--- src/rtl/mwg_pkg.sv ---
package mwg_pkg;

  typedef enum logic [2:0] {
    MT_SDRAM = 3'd0,
    MT_SSRAM = 3'd1,
    MT_ASYNC = 3'd2,
    MT_SYNC  = 3'd3
  } mem_type_e;

  typedef enum logic [1:0] {
    ST_IDLE  = 2'd0,
    ST_COUNT = 2'd1,
    ST_DONE  = 2'd2
  } wait_state_e;

  localparam int unsigned FIXED_LAT  = 2;
  localparam int unsigned SDRAM_BASE = 3;

  // timing word field positions
  localparam int unsigned RD_A_LSB = 0,  RD_A_W = 8;
  localparam int unsigned RD_B_LSB = 8,  RD_B_W = 4;
  localparam int unsigned WR_A_LSB = 12, WR_A_W = 4;
  localparam int unsigned WR_B_LSB = 16, WR_B_W = 4;
  localparam int unsigned WR_C_LSB = 20, WR_C_W = 6;
  localparam int unsigned SD_LSB   = 4,  SD_W   = 2;

endpackage

--- src/rtl/mwg_latency_calc.sv ---
module mwg_latency_calc
  import mwg_pkg::*;
#(
  parameter int unsigned TIM_W = 32,
  parameter int unsigned LAT_W = 10
) (
  input  logic [2:0]       mem_type_i,
  input  logic             write_i,
  input  logic [TIM_W-1:0] timing_i,
  output logic [LAT_W-1:0] lat_o
);

  logic [LAT_W-1:0] rd_async, wr_async, sdram_lat;

  always_comb begin
    rd_async  = LAT_W'(timing_i[RD_A_LSB +: RD_A_W])
              + LAT_W'(timing_i[RD_B_LSB +: RD_B_W]);
    wr_async  = LAT_W'(timing_i[WR_A_LSB +: WR_A_W])
              + LAT_W'(timing_i[WR_B_LSB +: WR_B_W])
              + LAT_W'(timing_i[WR_C_LSB +: WR_C_W]);
    sdram_lat = LAT_W'(SDRAM_BASE) + LAT_W'(timing_i[SD_LSB +: SD_W]);
  end

  always_comb begin
    case (mem_type_e'(mem_type_i))
      MT_ASYNC: lat_o = write_i ? wr_async : rd_async;
      MT_SDRAM: lat_o = sdram_lat;
      default:  lat_o = LAT_W'(FIXED_LAT);
    endcase
  end

  // the sum must cover each field it adds
  always_comb begin
    if (mem_type_i == MT_ASYNC && write_i)
      assert_no_overflow_R3: assert (lat_o >= LAT_W'(timing_i[WR_C_LSB +: WR_C_W]));
  end

endmodule

--- src/rtl/mwg_countdown.sv ---
module mwg_countdown
  import mwg_pkg::*;
#(
  parameter int unsigned LAT_W = 10
) (
  input  logic             clk_i,
  input  logic             rst_ni,
  input  logic             start_i,
  input  logic [LAT_W-1:0] lat_i,
  output logic             busy_o,
  output logic             done_o
);

  localparam logic [LAT_W-1:0] CNT_ONE = LAT_W'(1);

  wait_state_e      state_q;
  logic [LAT_W-1:0] cnt_q;

  always_ff @(posedge clk_i or negedge rst_ni) begin
    if (!rst_ni) begin
      state_q <= ST_IDLE;
      cnt_q   <= '0;
    end else begin
      case (state_q)
        ST_IDLE: if (start_i) begin
          cnt_q   <= lat_i;
          state_q <= (lat_i == '0) ? ST_DONE : ST_COUNT;
        end
        ST_COUNT: begin
          cnt_q <= cnt_q - CNT_ONE;
          if (cnt_q == CNT_ONE) state_q <= ST_DONE;
        end
        default: state_q <= ST_IDLE;
      endcase
    end
  end

  assign busy_o = (state_q != ST_IDLE);
  assign done_o = (state_q == ST_DONE);

  assert_done_pulse_R6: assert property (@(posedge clk_i) disable iff (!rst_ni)
    done_o |=> !done_o);

  assert_count_progress_R6: assert property (@(posedge clk_i) disable iff (!rst_ni)
    (state_q == ST_COUNT && cnt_q > CNT_ONE) |=>
      (state_q == ST_COUNT && cnt_q == $past(cnt_q) - CNT_ONE));

  assert_zero_lat_R7: assert property (@(posedge clk_i) disable iff (!rst_ni)
    (!busy_o && start_i && lat_i == '0) |=> done_o);

  assert_ignore_busy_R8: assert property (@(posedge clk_i) disable iff (!rst_ni)
    (done_o && start_i) |=> !busy_o);

endmodule

--- src/rtl/mem_wait_gen.sv ---
module mem_wait_gen
  import mwg_pkg::*;
#(
  parameter int unsigned TIM_W = 32,
  parameter int unsigned LAT_W = 10
) (
  input  logic             clk_i,
  input  logic             rst_ni,
  input  logic             start_i,
  input  logic             write_i,
  input  logic [2:0]       mem_type_i,
  input  logic [TIM_W-1:0] timing_i,
  output logic             busy_o,
  output logic             done_o
);

  logic [LAT_W-1:0] lat;

  mwg_latency_calc #(.TIM_W(TIM_W), .LAT_W(LAT_W)) u_calc (
    .mem_type_i (mem_type_i),
    .write_i    (write_i),
    .timing_i   (timing_i),
    .lat_o      (lat)
  );

  mwg_countdown #(.LAT_W(LAT_W)) u_cnt (
    .clk_i   (clk_i),
    .rst_ni  (rst_ni),
    .start_i (start_i),
    .lat_i   (lat),
    .busy_o  (busy_o),
    .done_o  (done_o)
  );

  assert_busy_origin_R6: assert property (@(posedge clk_i) disable iff (!rst_ni)
    (!busy_o && !start_i) |=> !busy_o);

endmodule

--- config.mk ---
export PLATFORM = sky130hd
export DESIGN_NAME = mem_wait_gen
export DESIGN_NICKNAME = d
export VERILOG_FILES = /design/src/rtl/mwg_pkg.sv /design/src/rtl/mwg_latency_calc.sv /design/src/rtl/mwg_countdown.sv /design/src/rtl/mem_wait_gen.sv
export SDC_FILE = /design/constraint.sdc
export NUM_CORES = 1
export LEC_CHECK = 0
export ABC_AREA = 0
export ABC_CLOCK_PERIOD_IN_PS = 2000
export BUFFER_PORTS_ARGS = -buffer_cell sky130_fd_sc_hd__buf_2
export CORE_UTILIZATION = 35
export DETAILED_ROUTE_END_ITERATION = 6
export PLACE_DENSITY = 0.56
export SETUP_SLACK_MARGIN = 0.3
export SLEW_MARGIN = 20
export SYNTH_ARGS = -nofsm -noshare
export SYNTH_HDL_FRONTEND = slang
export SYNTH_SLANG_ARGS = --single-unit
--- constraint.sdc ---
create_clock -name clk_i -period 2 [get_ports clk_i]
set_clock_uncertainty 0.2 [all_clocks]
set_input_delay 0.1 -clock clk_i [delete_from_list [all_inputs] [get_ports clk_i]]
set_output_delay 0.1 -clock clk_i [all_outputs]
set_load 0.005 [all_outputs]
==> impl_metrics.ini, run 1 <==
[yosys]
async_reset_ff_share_pct = 100
ys_warn_count = 0
synth_ff_type = dfrtp_1
synth_nets = 249
yosysTopAreaCell = dfrtp_1
synthTopCellsByArea = dfrtp_1 (19%), ha_1 (14%), mux2i_1 (5.1%)
synth_edf_count = 0
syn_area_per_cell_um2 = 8.26
synth.top_cell.area_share_pct = 19.1
synthesis.instances = 190
synth_cell_type_count = 50
synth-seq-cells = 12
netlist_area_mm2 = 0.00157
yosysSeqAreaShare_pct = 19.1

[global_route]
grt_pass1_vias = 1524
grt-busiest-layer = met2
met2_usage_pct = 33.3
grt_max_degree = 14
use_met1_pct = 24.8
antenna_found_initial = 0
track_usage_pct = 19.2
use_met3_pct = 1.64
overflow = 0
grt_pass1_wl_um = 6800

[drt]
vias_per_cell = 5.49
drt_first_iter_violations = 130
vias = 1703
wl_per_cell_um = 14.4
drc = 0
ant_nets = 0
finalWirelength_um = 4470
drt-pass1-iter-count = 4

[power_and_ir_drop]
peakVddDrop_uv = 283
power_frac_comb_pct = 59.8
switching_share_pct = 43.5
power.switching_uw = 813
p_int_mw = 1.06
p_total_mw = 1.87
p_leak_nw = 1.07
clkPwrFrac_pct = 11.8
pwr-share-seq_pct = 28.4
p_per_area_mw_per_mm2 = 770

[worst_setup_path]
worstRegToRegCells = 4
path_class = in2reg
worst-endpoint-required_ns = 1.93
worstSetupStartpointType = input port
cp_max_fo = 2
reg2reg_to = u_cnt.cnt_q[9]
cp.arrival_ns = 2.46
r2r_slack_ns = 0.31
worstSetupEndpointType = flip-flop
r2r-start = u_cnt.cnt_q[6]

[die]
die_h_um = 69.0
core_area_mm2 = 0.00414
die-area_mm2 = 0.00476
initial_core_util_pct = 37.9
io_pins = 41
die_x_um = 69.0
rows = 23

[layout]
final_cell_mix = buf_2 (32), buf_4 (31), nor2_1 (17)
antennaDiodeCount = 0
final_core_util_pct = 58.6
multi_input_area_mm2 = 0.00150
syn_to_final_growth_pct = 54.7
stdcell_count = 310
regArea_um2 = 304
fillers = 380
finalNetCount = 321
drive_gt1_share_pct = 49.2
mostFrequentLayoutCell = buf_2

[clocking]
insertion_delay_ns = 0.24
cts_tree = built
cts.htree.levels = 1
cts.sinks = 12
clkTransAtPathRegs_ns = 0.05
clockBufferDepth = 2
cts-root-buf = clkbuf_8
cts_buffers = 3

[timing]
fin_ws_ns = -0.534
rsz0062_at_grt = yes
setup_violations = 8
fmax_mhz = 395
slew_headroom_pct = 71.1
post-route-period-util_pct = 127
worst_slew_pin_slew_ns = 0.432
finalHoldViolations = 0
slew_violations = 0
whs_ns = 0.0493
period_minus_slack_ns = 2.53

[run_status]
run_status = finished, violations left
failed_checks = negative setup slack

[hold_path]
hold_depth = 3
holdCritStartpoint = start_i
hold_class = in2reg
hold_path_end = u_cnt.cnt_q[2]

[placed_design]
io_buffers = 34
place.detailed.hpwl_um = 3230
place.gp.congestion = 0.785
place_inst = 295

[run]
maxCapViolCount = 0
==> cell type report <==
class	count	area share (%)
clock buffer	3	1.70
multi-input combinational	164	61.7
sequential	12	12.5
timing repair buffer	71	20.0
tap	50	2.58
inverter	10	1.55
==> worst max-delay path, stage by stage <==
cell      delay (ns)
buf_8           0.10
ha_4            0.15
fa_2            0.55
fa_2            0.44
mux2i_1         0.14
mux2i_1         0.09
or3_4           0.35
a211oi_2        0.16
nand4_1         0.14
a22o_1          0.25
==> power by group through the flow <==
stage | clock network (mW) | registers (mW) | logic (mW)
after floorplan | 0 | 0.445 | 0.589
after detailed placement | 0 | 0.481 | 0.825
after CTS | 0.226 | 0.494 | 0.890
final | 0.220 | 0.532 | 1.12
after global placement | 0 | 0.480 | 0.821
after global routing | 0.237 | 0.548 | 1.22
==> registers in the layout, summed over array words and instances (netlist names) <==
register       cells
u_cnt.state_q      2
u_cnt.cnt_q       10
==> routing by layer <==
layer	wire length, um	part of all wire [%]
met2	2270	51
met4	68	1.5
met5	0	0
met3	111	2.5
met1	2020	45
==> kinds of logic after synthesis <==
kind of cell	count (synthesis)	share of synthesized area, %
buf+inv	14	3.82
compound gates	54	23.7
fa+ha+maj	20	17.4
mux	9	5.82
xor+xnor	9	5.02
flops	12	19.1
simple gates	72	25.2
==> metrics by stage <==
stage / cell area [um^2] / worst slack [ns] / TNS [ns]
after floorplan: 1620 / -0.572 / -2.26
after global placement: 2010 / -0.805 / -4.74
after detailed placement: 2010 / -0.838 / -4.81
after CTS: 2210 / -0.514 / -2.36
after global routing: 2430 / -0.621 / -3.38
final: 2430 / -0.534 / -2.81
==> how the worst max path moves through the flow <==
stage                      start          endpoint  slack, ns  cells past startpoint
floorplan           timing_i[12]  u_cnt.state_q[0]      -0.57                      9
detailed placement  timing_i[12]  u_cnt.state_q[0]      -0.84                     10
global placement    timing_i[12]  u_cnt.state_q[0]      -0.81                     10
finish              timing_i[12]  u_cnt.state_q[0]      -0.53                     10
global route        timing_i[12]  u_cnt.state_q[0]      -0.62                     10
CTS                 timing_i[12]  u_cnt.state_q[0]      -0.51                     10
==> synthesized netlist by cell type (2+ instances only) <==
cell	number
nor2_1	20
ha_1	17
nand2_1	13
dfrtp_1	12
a21oi_1	10
nor3_1	10
inv_1	9
mux2i_1	8
o21ai_0	8
xnor2_1	7
nand3_1	6
a211oi_1	5
a21o_1	4
o21ai_1	4
o22ai_1	4
a22oi_1	3
a2bb2oi_1	3
clkbuf_1	3
fa_1	3
nor4_1	3
a221oi_1	2
and3_1	2
nand2b_1	2
nand3b_1	2
nand4_1	2
or3_1	2
or4_1	2
xor2_1	2
==> repair_timing <==
action	in CTS	in global routing
buffers inserted	3	8
endpoints found under the setup margin	10	11
hold endpoints to repair	12	0
resized for setup	23	37
hold buffers	1	0
pin swaps	14	22
Power figures use the tool's default switching activity.
==> run 2, diff against run 1 <==
CORE_ASPECT_RATIO = 1.75   (was not set)
HOLD_SLACK_MARGIN = 0.02   (was not set)
==> run 2 against run 1 <==
Compared with the run above: the run still ends with negative setup slack left; maximum frequency is 3.4% higher; core utilization is 3.4 points lower; global-route usage increased by 0.25 points; largest cell class unchanged.
==> impl_metrics.ini, run 2 (synthesis gave the netlist of run 1 again) <==
[layout]
stdcell_count = 306
top_regs = u_cnt.cnt_q: 10 flops, u_cnt.state_q: 2 flops
final_core_util_pct = 55.2
finalNetCount = 317
drive_gt1_share_pct = 45.5
final_cell_mix = buf_2 (32), buf_4 (31), nor2_1 (18)
largest_reg_flops = 10
syn_to_final_growth_pct = 48.6
regMostFlops = u_cnt.cnt_q
mostFrequentLayoutCell = buf_2
antennaDiodeCount = 0

[run_status]
run_status = finished, violations left
failed_checks = negative setup slack

[clocking]
cts.sinks = 12
clkTransAtPathRegs_ns = 0.06
cts_tree = built
insertion_delay_ns = 0.24
clockBufferDepth = 2
cts_buffers = 3
cts.htree.levels = 1
cts-root-buf = clkbuf_8

[worst_setup_path]
r2r_slack_ns = 0.36
worstRegToRegCells = 7
crit_family = adder cells
path_class = in2reg
reg2reg_to = u_cnt.cnt_q[6]
cp_slowest_stage_delay_ns = 0.45
r2r-start = u_cnt.cnt_q[0]
worstSetupEndpointType = flip-flop
cp.arrival_ns = 2.38
slowest_stage = fa_2
worstSetupStartpointType = input port
cp_max_fo = 2
crit_buf_inv = 1
crit_path_cell_trace = buf_6, ha_4, fa_2, fa_2, a211oi_2, o21ai_0, nor3b_2, a211oi_2, nand4_1, a22o_1
worst-endpoint-required_ns = 1.93

[placed_design]
place.detailed.hpwl_um = 3560
io_buffers = 34
place_inst = 297
place.gp.congestion = 0.841

[global_route]
track_usage_pct = 19.4
antenna_found_initial = 0
grt_max_degree = 14
grt_pass1_vias = 1709
grt_pass1_wl_um = 7160
overflow = 0

[timing]
post-route-period-util_pct = 123
rsz0062_at_grt = yes
fin_ws_ns = -0.452
slew_headroom_pct = 75.0
setup_violations = 7
period_minus_slack_ns = 2.45
worst_slew_pin_slew_ns = 0.374
fin_setup_tns_ns = -2.39
fmax_mhz = 408
slew_violations = 0
finalHoldViolations = 0

[die]
rows = 31
initial_core_util_pct = 37.1
die_x_um = 52.6
die_h_um = 90.6
io_pins = 41
core_area_mm2 = 0.00423
die-area_mm2 = 0.00477

[hold_path]
hold_path_end = u_cnt.cnt_q[2]
hold_depth = 3
holdCritStartpoint = start_i
hold_class = in2reg

[power_and_ir_drop]
p_per_area_mw_per_mm2 = 786
peakVddDrop_uv = 477
p_total_mw = 1.83
p_leak_nw = 1.04

[drt]
met2WireLength_um = 2630
finalWirelength_um = 4460
vias = 1687
drt-pass1-iter-count = 4
wl_met1_um = 1660
top_layer = met4
wl_per_cell_um = 14.6
vias_per_cell = 5.51
dr_wl_met3_um = 79
drc = 0
drt_first_iter_violations = 33
ant_nets = 0

[run]
maxCapViolCount = 0
==> run 2: cell count changes in the layout (fill, tap and decap cells not counted), moves of 2 or more <==
cell       previous run  this run
a2bb2oi_2             3         1
buf_6                 6         3
dfrtp_2               3         1
a2bb2oi_1             0         2
dfrtp_1               9        11
==> run 2: area by class of cell <==
class	instances	area [um^2]
fillers	408	1890
multi-input cells	164	1440
repair buffers	67	437
flip-flops and latches	12	302
well taps	49	61.3
clock buffers	4	55.1
inverters	10	37.5
==> run 2: stage by stage <==
stage	hold WS (ns)	worst slack, ns	instance area [um^2]
2_1_floorplan	-0.396	-0.572	1620
3_3_place_gp	-0.200	-0.768	2030
3_5_place_dp	-0.194	-0.817	2030
4_1_cts	0.0356	-0.465	2220
5_1_grt	0.0712	-0.606	2330
6_report	0.0325	-0.452	2330
==> run 2: per-layer routing <==
metal	GRT usage [%]	up-vias
met5	0	-
met4	7.68	0
met3	0.842	8
met2	37.8	31
met1	20.0	802
li1	-	846
==> run 2: worst reg2reg max path: cells and delay by family (launching register included) <==
family | cells | cell delay [ns]
and+or+nand+nor | 2 | 0.19
AOI/OAI and AO/OA | 3 | 0.35
DFF | 1 | 0.48
adders and majority gates | 1 | 0.21
buffers and inverters | 1 | 0.08
==> run 2: power by group <==
group | switching, mW | internal [mW] | leakage, nW
sequential | 0.153 | 0.350 | 0.145
combinational | 0.522 | 0.537 | 0.863
clock | 0.0973 | 0.174 | 0.0288
total | 0.772 | 1.06 | 1.04
==> run 2: how the worst max path moves through the flow <==
stage                 start          endpoint  slack, ns  cells after the start
5_1_grt        timing_i[12]  u_cnt.state_q[0]      -0.61                     10
2_1_floorplan  timing_i[12]  u_cnt.state_q[0]      -0.57                      9
3_3_place_gp   timing_i[12]  u_cnt.state_q[0]      -0.77                     10
3_5_place_dp   timing_i[12]  u_cnt.state_q[0]      -0.82                     10
6_report       timing_i[12]  u_cnt.state_q[0]      -0.45                     10
4_1_cts        timing_i[12]  u_cnt.state_q[0]      -0.46                     10
==> run 2: timing repair <==
action,in CTS,in global routing
gates resized for setup,21,20
setup buffers,1,3
hold buffers,1,0
hold endpoints to repair,12,0
pin swaps,15,9
setup endpoints to repair,11,11
